--- config.mk ---
export PLATFORM = sky130hd
export DESIGN_NAME = edge_irq_ctrl
export DESIGN_NICKNAME = d
export VERILOG_FILES = /design/src/rtl/edge_irq_pkg.sv /design/src/rtl/edge_irq_sync.sv /design/src/rtl/edge_irq_regs.sv /design/src/rtl/edge_irq_line.sv /design/src/rtl/edge_irq_ctrl.sv
export SDC_FILE = /design/constraint.sdc
export NUM_CORES = 1
export LEC_CHECK = 0
export ABC_CLOCK_PERIOD_IN_PS = 1990
export BUFFER_PORTS_ARGS = -buffer_cell sky130_fd_sc_hd__buf_4
export CORE_MARGIN = 8
export CORE_UTILIZATION = 59
export CTS_CLUSTER_SIZE = 40
export DETAILED_ROUTE_END_ITERATION = 16
export GPL_TIMING_DRIVEN = 0
export PLACE_DENSITY = 0.8
export SETUP_SLACK_MARGIN = 0.05
export SYNTH_ARGS = -nofsm -noshare
export SYNTH_HDL_FRONTEND = slang
export SYNTH_HIERARCHICAL = 1
export SYNTH_SLANG_ARGS = --single-unit
--- constraint.sdc ---
create_clock -name clk -period 1.99 [get_ports clk]
set_clock_uncertainty 0.1 [all_clocks]
set_input_delay 0.2985 -clock clk [delete_from_list [all_inputs] [get_ports clk]]
set_output_delay 0.2985 -clock clk [all_outputs]
set_load 0.02 [all_outputs]
--- src/rtl/edge_irq_pkg.sv ---
package edge_irq_pkg;
  localparam int LINES       = 16;
  localparam int SEL_W       = 4;
  localparam int DATA_W      = 16;
  localparam int ADDR_W      = 4;
  localparam int SEL_PER_REG = DATA_W / SEL_W;
  localparam int SEL_REGS    = LINES / SEL_PER_REG;
  localparam int A_SEL0_I    = 5;

  localparam logic [ADDR_W-1:0] A_RISE = 4'd0;
  localparam logic [ADDR_W-1:0] A_FALL = 4'd1;
  localparam logic [ADDR_W-1:0] A_IMSK = 4'd2;
  localparam logic [ADDR_W-1:0] A_EMSK = 4'd3;
  localparam logic [ADDR_W-1:0] A_PEND = 4'd4;

  typedef logic [LINES-1:0] line_vec_t;
endpackage

--- src/rtl/edge_irq_sync.sv ---
module edge_irq_sync #(
  parameter int W = 16
) (
  input  logic         clk,
  input  logic         rst_n,
  input  logic [W-1:0] din,
  output logic [W-1:0] dout
);
  logic [W-1:0] st1_q, st2_q;
  logic [W-1:0] st1_d, st2_d;

  always_comb begin
    st1_d = din;
    st2_d = st1_q;
  end

  always_ff @(posedge clk or negedge rst_n) begin
    if (!rst_n) begin
      st1_q <= '0;
      st2_q <= '0;
    end else begin
      st1_q <= st1_d;
      st2_q <= st2_d;
    end
  end

  assign dout = st2_q;
endmodule

--- src/rtl/edge_irq_regs.sv ---
module edge_irq_regs
  import edge_irq_pkg::*;
(
  input  logic                   clk,
  input  logic                   rst_n,
  input  logic                   we,
  input  logic [ADDR_W-1:0]      addr,
  input  logic [DATA_W-1:0]      wdata,
  input  line_vec_t              pend,
  output line_vec_t              rise_q,
  output line_vec_t              fall_q,
  output line_vec_t              imsk_q,
  output line_vec_t              emsk_q,
  output logic [LINES*SEL_W-1:0] sel_q,
  output logic [LINES*SEL_W-1:0] sel_d,
  output line_vec_t              pend_clr,
  output logic [DATA_W-1:0]      rdata
);
  line_vec_t rise_d, fall_d, imsk_d, emsk_d;
  logic      cfg_en;

  assign cfg_en = we;

  always_comb begin
    rise_d   = rise_q;
    fall_d   = fall_q;
    imsk_d   = imsk_q;
    emsk_d   = emsk_q;
    sel_d    = sel_q;
    pend_clr = '0;
    if (we) begin
      case (addr)
        A_RISE:  rise_d   = wdata;
        A_FALL:  fall_d   = wdata;
        A_IMSK:  imsk_d   = wdata;
        A_EMSK:  emsk_d   = wdata;
        A_PEND:  pend_clr = wdata;
        default: ;
      endcase
      for (int r = 0; r < SEL_REGS; r++) begin
        if (addr == ADDR_W'(A_SEL0_I + r)) sel_d[r*DATA_W +: DATA_W] = wdata;
      end
    end
  end

  always_ff @(posedge clk or negedge rst_n) begin
    if (!rst_n) begin
      rise_q <= '0;
      fall_q <= '0;
      imsk_q <= '0;
      emsk_q <= '0;
      sel_q  <= '0;
    end else if (cfg_en) begin
      rise_q <= rise_d;
      fall_q <= fall_d;
      imsk_q <= imsk_d;
      emsk_q <= emsk_d;
      sel_q  <= sel_d;
    end
  end

  always_comb begin
    rdata = '0;
    case (addr)
      A_RISE:  rdata = rise_q;
      A_FALL:  rdata = fall_q;
      A_IMSK:  rdata = imsk_q;
      A_EMSK:  rdata = emsk_q;
      A_PEND:  rdata = pend;
      default: ;
    endcase
    for (int r = 0; r < SEL_REGS; r++) begin
      if (addr == ADDR_W'(A_SEL0_I + r)) rdata = sel_q[r*DATA_W +: DATA_W];
    end
  end
endmodule

--- src/rtl/edge_irq_line.sv ---
module edge_irq_line
  import edge_irq_pkg::*;
#(
  parameter int NUM_PORTS = 5
) (
  input  logic                 clk,
  input  logic                 rst_n,
  input  logic [NUM_PORTS-1:0] port_bits,
  input  logic [SEL_W-1:0]     sel_cur,
  input  logic [SEL_W-1:0]     sel_nxt,
  input  logic                 rise_en,
  input  logic                 fall_en,
  input  logic                 evt_en,
  input  logic                 clr,
  output logic                 hit,
  output logic                 pend,
  output logic                 evt
);
  logic cur, reload;
  logic prev_q, pend_q, evt_q;
  logic prev_d, pend_d, evt_d;

  function automatic logic pick(input logic [NUM_PORTS-1:0] bits,
                                input logic [SEL_W-1:0] s);
    logic v;
    v = 1'b0;
    for (int p = 0; p < NUM_PORTS; p++) begin
      if (s == SEL_W'(p)) v = bits[p];
    end
    return v;
  endfunction

  always_comb begin
    cur    = pick(port_bits, sel_cur);
    reload = pick(port_bits, sel_nxt);
    hit    = (cur & ~prev_q & rise_en) | (~cur & prev_q & fall_en);
    prev_d = reload;
    pend_d = (pend_q & ~clr) | (hit & ~evt_en);
    evt_d  = hit & evt_en;
  end

  always_ff @(posedge clk or negedge rst_n) begin
    if (!rst_n) begin
      prev_q <= 1'b0;
      pend_q <= 1'b0;
      evt_q  <= 1'b0;
    end else begin
      prev_q <= prev_d;
      pend_q <= pend_d;
      evt_q  <= evt_d;
    end
  end

  assign pend = pend_q;
  assign evt  = evt_q;
endmodule

--- src/rtl/edge_irq_ctrl.sv ---
module edge_irq_ctrl
  import edge_irq_pkg::*;
#(
  parameter int NUM_PORTS = 5
) (
  input  logic                       clk,
  input  logic                       rst_n,
  input  logic                       reg_we,
  input  logic [3:0]                 reg_addr,
  input  logic [15:0]                reg_wdata,
  output logic [15:0]                reg_rdata,
  input  logic [NUM_PORTS*16-1:0]    port_pins,
  output logic [15:0]                irq_out,
  output logic [15:0]                evt_out
);
  localparam int PIN_W = NUM_PORTS * LINES;

  logic [PIN_W-1:0]       pin_sync;
  line_vec_t              rise_q, fall_q, imsk_q, emsk_q, pend_clr;
  line_vec_t              pend_vec, evt_vec, hit_vec;
  logic [LINES*SEL_W-1:0] sel_q, sel_d;

  edge_irq_sync #(.W(PIN_W)) u_sync (
    .clk  (clk),
    .rst_n(rst_n),
    .din  (port_pins),
    .dout (pin_sync)
  );

  edge_irq_regs u_regs (
    .clk     (clk),
    .rst_n   (rst_n),
    .we      (reg_we),
    .addr    (reg_addr),
    .wdata   (reg_wdata),
    .pend    (pend_vec),
    .rise_q  (rise_q),
    .fall_q  (fall_q),
    .imsk_q  (imsk_q),
    .emsk_q  (emsk_q),
    .sel_q   (sel_q),
    .sel_d   (sel_d),
    .pend_clr(pend_clr),
    .rdata   (reg_rdata)
  );

  for (genvar n = 0; n < LINES; n++) begin : g_line
    logic [NUM_PORTS-1:0] bits;
    for (genvar p = 0; p < NUM_PORTS; p++) begin : g_port
      assign bits[p] = pin_sync[p*LINES + n];
    end
    edge_irq_line #(.NUM_PORTS(NUM_PORTS)) u_line (
      .clk      (clk),
      .rst_n    (rst_n),
      .port_bits(bits),
      .sel_cur  (sel_q[n*SEL_W +: SEL_W]),
      .sel_nxt  (sel_d[n*SEL_W +: SEL_W]),
      .rise_en  (rise_q[n]),
      .fall_en  (fall_q[n]),
      .evt_en   (emsk_q[n]),
      .clr      (pend_clr[n]),
      .hit      (hit_vec[n]),
      .pend     (pend_vec[n]),
      .evt      (evt_vec[n])
    );
  end

  assign irq_out = pend_vec & imsk_q;
  assign evt_out = evt_vec;
endmodule

==> run_summary.xml <==
<?xml version="1.0" encoding="UTF-8"?>
<metrics>
  <group name="clock_tree">
    <metric name="cts.sink_count" unit="">336</metric>
    <metric name="cts_root_buffer" unit="">sky130_fd_sc_hd__clkbuf_16</metric>
    <metric name="cts_tree" unit="">yes</metric>
    <metric name="clock_tree.buffer_depth" unit="">3</metric>
    <metric name="clkTransAtPathRegs" unit="ns">0.06</metric>
    <metric name="h-tree-depth" unit="">2</metric>
    <metric name="worstSkewPairLatency" unit="ns">0.52</metric>
    <metric name="cts_made_buffers" unit="">36</metric>
  </group>
  <group name="cells_and_area">
    <metric name="final_design_area_no_fill" unit="mm2">0.0200</metric>
    <metric name="fillerInstances" unit="">1409</metric>
    <metric name="layout.nets" unit="">1616</metric>
    <metric name="area_occupied_by_multi_input_gates" unit="mm2">0.00668</metric>
    <metric name="area_growth_syn_to_layout" unit="%">31.4</metric>
    <metric name="final-instance-count-excl-fill" unit="">1871</metric>
    <metric name="final_core_util" unit="%">79.1</metric>
    <metric name="sequential_cell_area" unit="mm2">0.00843</metric>
    <metric name="fraction_of_layout_cells_with_a_size_suffix_above_1" unit="%">43.4</metric>
  </group>
  <group name="yosys">
    <metric name="synthesis.yosys.warnings" unit="">6</metric>
    <metric name="synth.avg_cell_area" unit="um2">13.1</metric>
    <metric name="netlist_instances" unit="">1163</metric>
    <metric name="synth_area" unit="mm2">0.0152</metric>
    <metric name="mappedNetlistNets" unit="">1266</metric>
  </group>
  <group name="detailed_routing">
    <metric name="drt_pass1_iterations" unit="">5</metric>
    <metric name="drc" unit="">0</metric>
    <metric name="detail_route.wirelength" unit="um">44100</metric>
    <metric name="drt_iter0_drc" unit="">1007</metric>
    <metric name="ant_nets" unit="">0</metric>
    <metric name="avgViaCountPerCell" unit="">6.09</metric>
    <metric name="detailroute.via_count" unit="">11400</metric>
    <metric name="wl_per_instance" unit="um">23.5</metric>
  </group>
  <group name="worst_setup_path">
    <metric name="crit_type" unit="">reg -&gt; out</metric>
    <metric name="crit_path_top_delay_cell" unit="">sky130_fd_sc_hd__dfrtp_2</metric>
    <metric name="endpoint_of_the_most_critical_register_to_register_path" unit="">g_line[3].u_line/prev_q$_DFF_PN0_</metric>
    <metric name="critPathMaxFanout" unit="">2</metric>
    <metric name="critical_path.reg2reg.startpoint" unit="">u_regs/sel_q[12]$_DFFE_PN0P_</metric>
    <metric name="critical_path.startpoint" unit="">u_regs/sel_q[14]$_DFFE_PN0P_</metric>
    <metric name="startpoint_type" unit="">register</metric>
    <metric name="crit_required" unit="ns">1.59</metric>
    <metric name="cp_cell_sequence" unit="">and3b_1, o21ai_2, a221o_1, nand4_1, buf_6</metric>
    <metric name="worstPathArrival" unit="ns">1.81</metric>
    <metric name="r2r_cells" unit="">6</metric>
    <metric name="crit_path_end_kind" unit="">primary output</metric>
    <metric name="critical_path.max_stage_delay" unit="ns">0.43</metric>
    <metric name="critical_path.endpoint" unit="">reg_rdata[14]</metric>
    <metric name="r2r_setup_slack" unit="ns">0.29</metric>
  </group>
  <group name="floorplanning">
    <metric name="die_height" unit="um">177</metric>
    <metric name="start_util" unit="%">60.2</metric>
    <metric name="die_w" unit="um">177</metric>
    <metric name="num_rows" unit="">58</metric>
    <metric name="die_area" unit="mm2">0.0312</metric>
    <metric name="coreArea" unit="mm2">0.0253</metric>
    <metric name="design.portCount" unit="">151</metric>
  </group>
  <group name="timing">
    <metric name="final_critical_path_setup_slack" unit="ns">-0.217</metric>
    <metric name="fmaxAchievable" unit="GHz">0.453</metric>
    <metric name="worstMarginPinSlew" unit="ns">0.686</metric>
    <metric name="rsz0062_at_grt" unit="">yes</metric>
    <metric name="setup_viol_count_final" unit="">17</metric>
    <metric name="timing.final.max_slew_violations" unit="">0</metric>
    <metric name="relSlewSlack" unit="%">54.3</metric>
    <metric name="timing.final.hold_violations" unit="">0</metric>
    <metric name="period_share" unit="%">111</metric>
    <metric name="min_period" unit="ns">2.21</metric>
  </group>
  <group name="grt">
    <metric name="overflow" unit="">0</metric>
    <metric name="grt_pass1_vias" unit="">12100</metric>
    <metric name="largest_net_degree_at_the_start_of_global_routing" unit="">121</metric>
    <metric name="grtUsageTotal" unit="%">28.2</metric>
    <metric name="number_of_antenna_violations_at_the_first_check_in_global_routing" unit="">2</metric>
    <metric name="grt_first_pass_wirelength" unit="um">68300</metric>
  </group>
  <group name="run_status">
    <metric name="violations" unit="">setup timing</metric>
    <metric name="run_status" unit="">complete, but fails checks</metric>
  </group>
  <group name="placement">
    <metric name="placement.io_buffers" unit="">148</metric>
    <metric name="gp_congestion" unit="">0.936</metric>
    <metric name="placed_cell_area" unit="mm2">0.0169</metric>
    <metric name="dp.cells" unit="">1643</metric>
    <metric name="dp_hpwl" unit="um">27600</metric>
    <metric name="setup_slack_at_placement" unit="ns">-1.02</metric>
  </group>
  <group name="run">
    <metric name="maxCapViolations" unit="">0</metric>
  </group>
  <group name="power">
    <metric name="max-vdd-ir-drop" unit="uV">976</metric>
    <metric name="power.leakage" unit="nW">9.11</metric>
    <metric name="post-layout-total-power" unit="W">0.0215</metric>
    <metric name="power_per_cell_area" unit="mW/mm2">1080</metric>
  </group>
  <group name="worst_hold_path">
    <metric name="timing.hold.worst_path_depth" unit="">3</metric>
    <metric name="worst_hold_path_type" unit="">in -&gt; reg</metric>
  </group>
</metrics>
## how the worst min path moves through the flow
stage,from,to
final,reg_addr[2],u_regs/imsk_q[15]$_DFFE_PN0P_
after global routing,reg_addr[2],u_regs/imsk_q[0]$_DFFE_PN0P_
after CTS,reg_addr[2],u_regs/imsk_q[0]$_DFFE_PN0P_
after detailed placement,u_sync/st1_q[35]$_DFF_PN0_,u_sync/dout[35]$_DFF_PN0_
after global placement,u_sync/st1_q[28]$_DFF_PN0_,u_sync/dout[28]$_DFF_PN0_
after floorplan,rst_n,g_line[0].u_line/evt$_DFF_PN0_
## cells in the final DEF (no fill, tap or decap), drive strengths merged
cell / n
mux2: 218
nand4b: 1
mux4: 16
nand2: 40
diode: 3
dlygate4sd3: 97
mux2i: 69
a311oi: 1
bufinv: 2
o32ai: 1
a22oi: 16
a221o: 10
or3: 3
or3b: 1
a21oi: 69
nand3b: 16
and3b: 11
o21ai: 26
nor3: 4
nor2: 69
nor2b: 2
clkbuf: 79
clkinv: 6
o2bb2ai: 5
nand2b: 50
nand4: 2
dfrtp: 336
inv: 19
a211o: 1
o22ai: 37
buf: 247
and2: 33
o31ai: 6
nand3: 44
nor4b: 1
## power breakdown
group / switching [W] / internal [W] / leakage (nW)
combinational: 0.00258 / 0.00312 / 4.51
clock: 0.00268 / 0.00411 / 0.605
sequential: 0.00110 / 0.00792 / 3.99
total: 0.00636 / 0.0152 / 9.11
## worst max-delay path: cells and delay by family (launching register included)
kind | cells | cell delay, ns
simple gates | 2 | 0.39
flops | 1 | 0.43
compound gates | 2 | 0.28
buf+inv | 1 | 0.20
## sequential cells by signal, indices dropped and copies added (netlist names)
signal and cells:
g_line.u_line/evt 16, g_line.u_line/pend 16, g_line.u_line/prev_q 16, u_regs/emsk_q 16, u_regs/fall_q 16, u_regs/imsk_q 16
u_regs/rise_q 16, u_regs/sel_q 64, u_sync/dout 80, u_sync/st1_q 80
## metrics by stage
step	TNS, ns	hold WS [ns]
2_1_floorplan	-1.07	-0.0971
3_3_place_gp	-832.88	0.232
3_5_place_dp	-31.55	0.235
4_1_cts	-1.73	0.144
5_1_grt	-2.62	0.153
6_report	-1.92	0.166
## per-layer routing
| layer | vias to the layer above | wire, um | GRT usage (%) |
|---|---|---|---|
| li1 | 4895 | - | - |
| met1 | 5730 | 16600 | 35.7 |
| met2 | 599 | 21400 | 46.2 |
| met3 | 165 | 3700 | 5.17 |
| met4 | 0 | 2310 | 14.3 |
| met5 | - | 0 | 0 |
## area by class of cell
class | count | area share, %
diodes | 3 | 0.0376
plain buffers | 55 | 2.30
clock buffers | 54 | 5.56
clock inverters | 9 | 0.514
inverters | 18 | 0.338
multi-input cells | 752 | 33.5
flip-flops and latches | 336 | 42.2
well taps | 330 | 2.07
repair buffers | 314 | 13.6
## what timing repair did
action	in CTS	in global routing
cloned	1	1
hold endpoints to repair	245	0
endpoints found under the setup margin	32	42
hold buffers	97	0
pin swaps	31	16
resized for setup	88	35
buffers inserted	52	13
(Power assumes the default switching activity.)
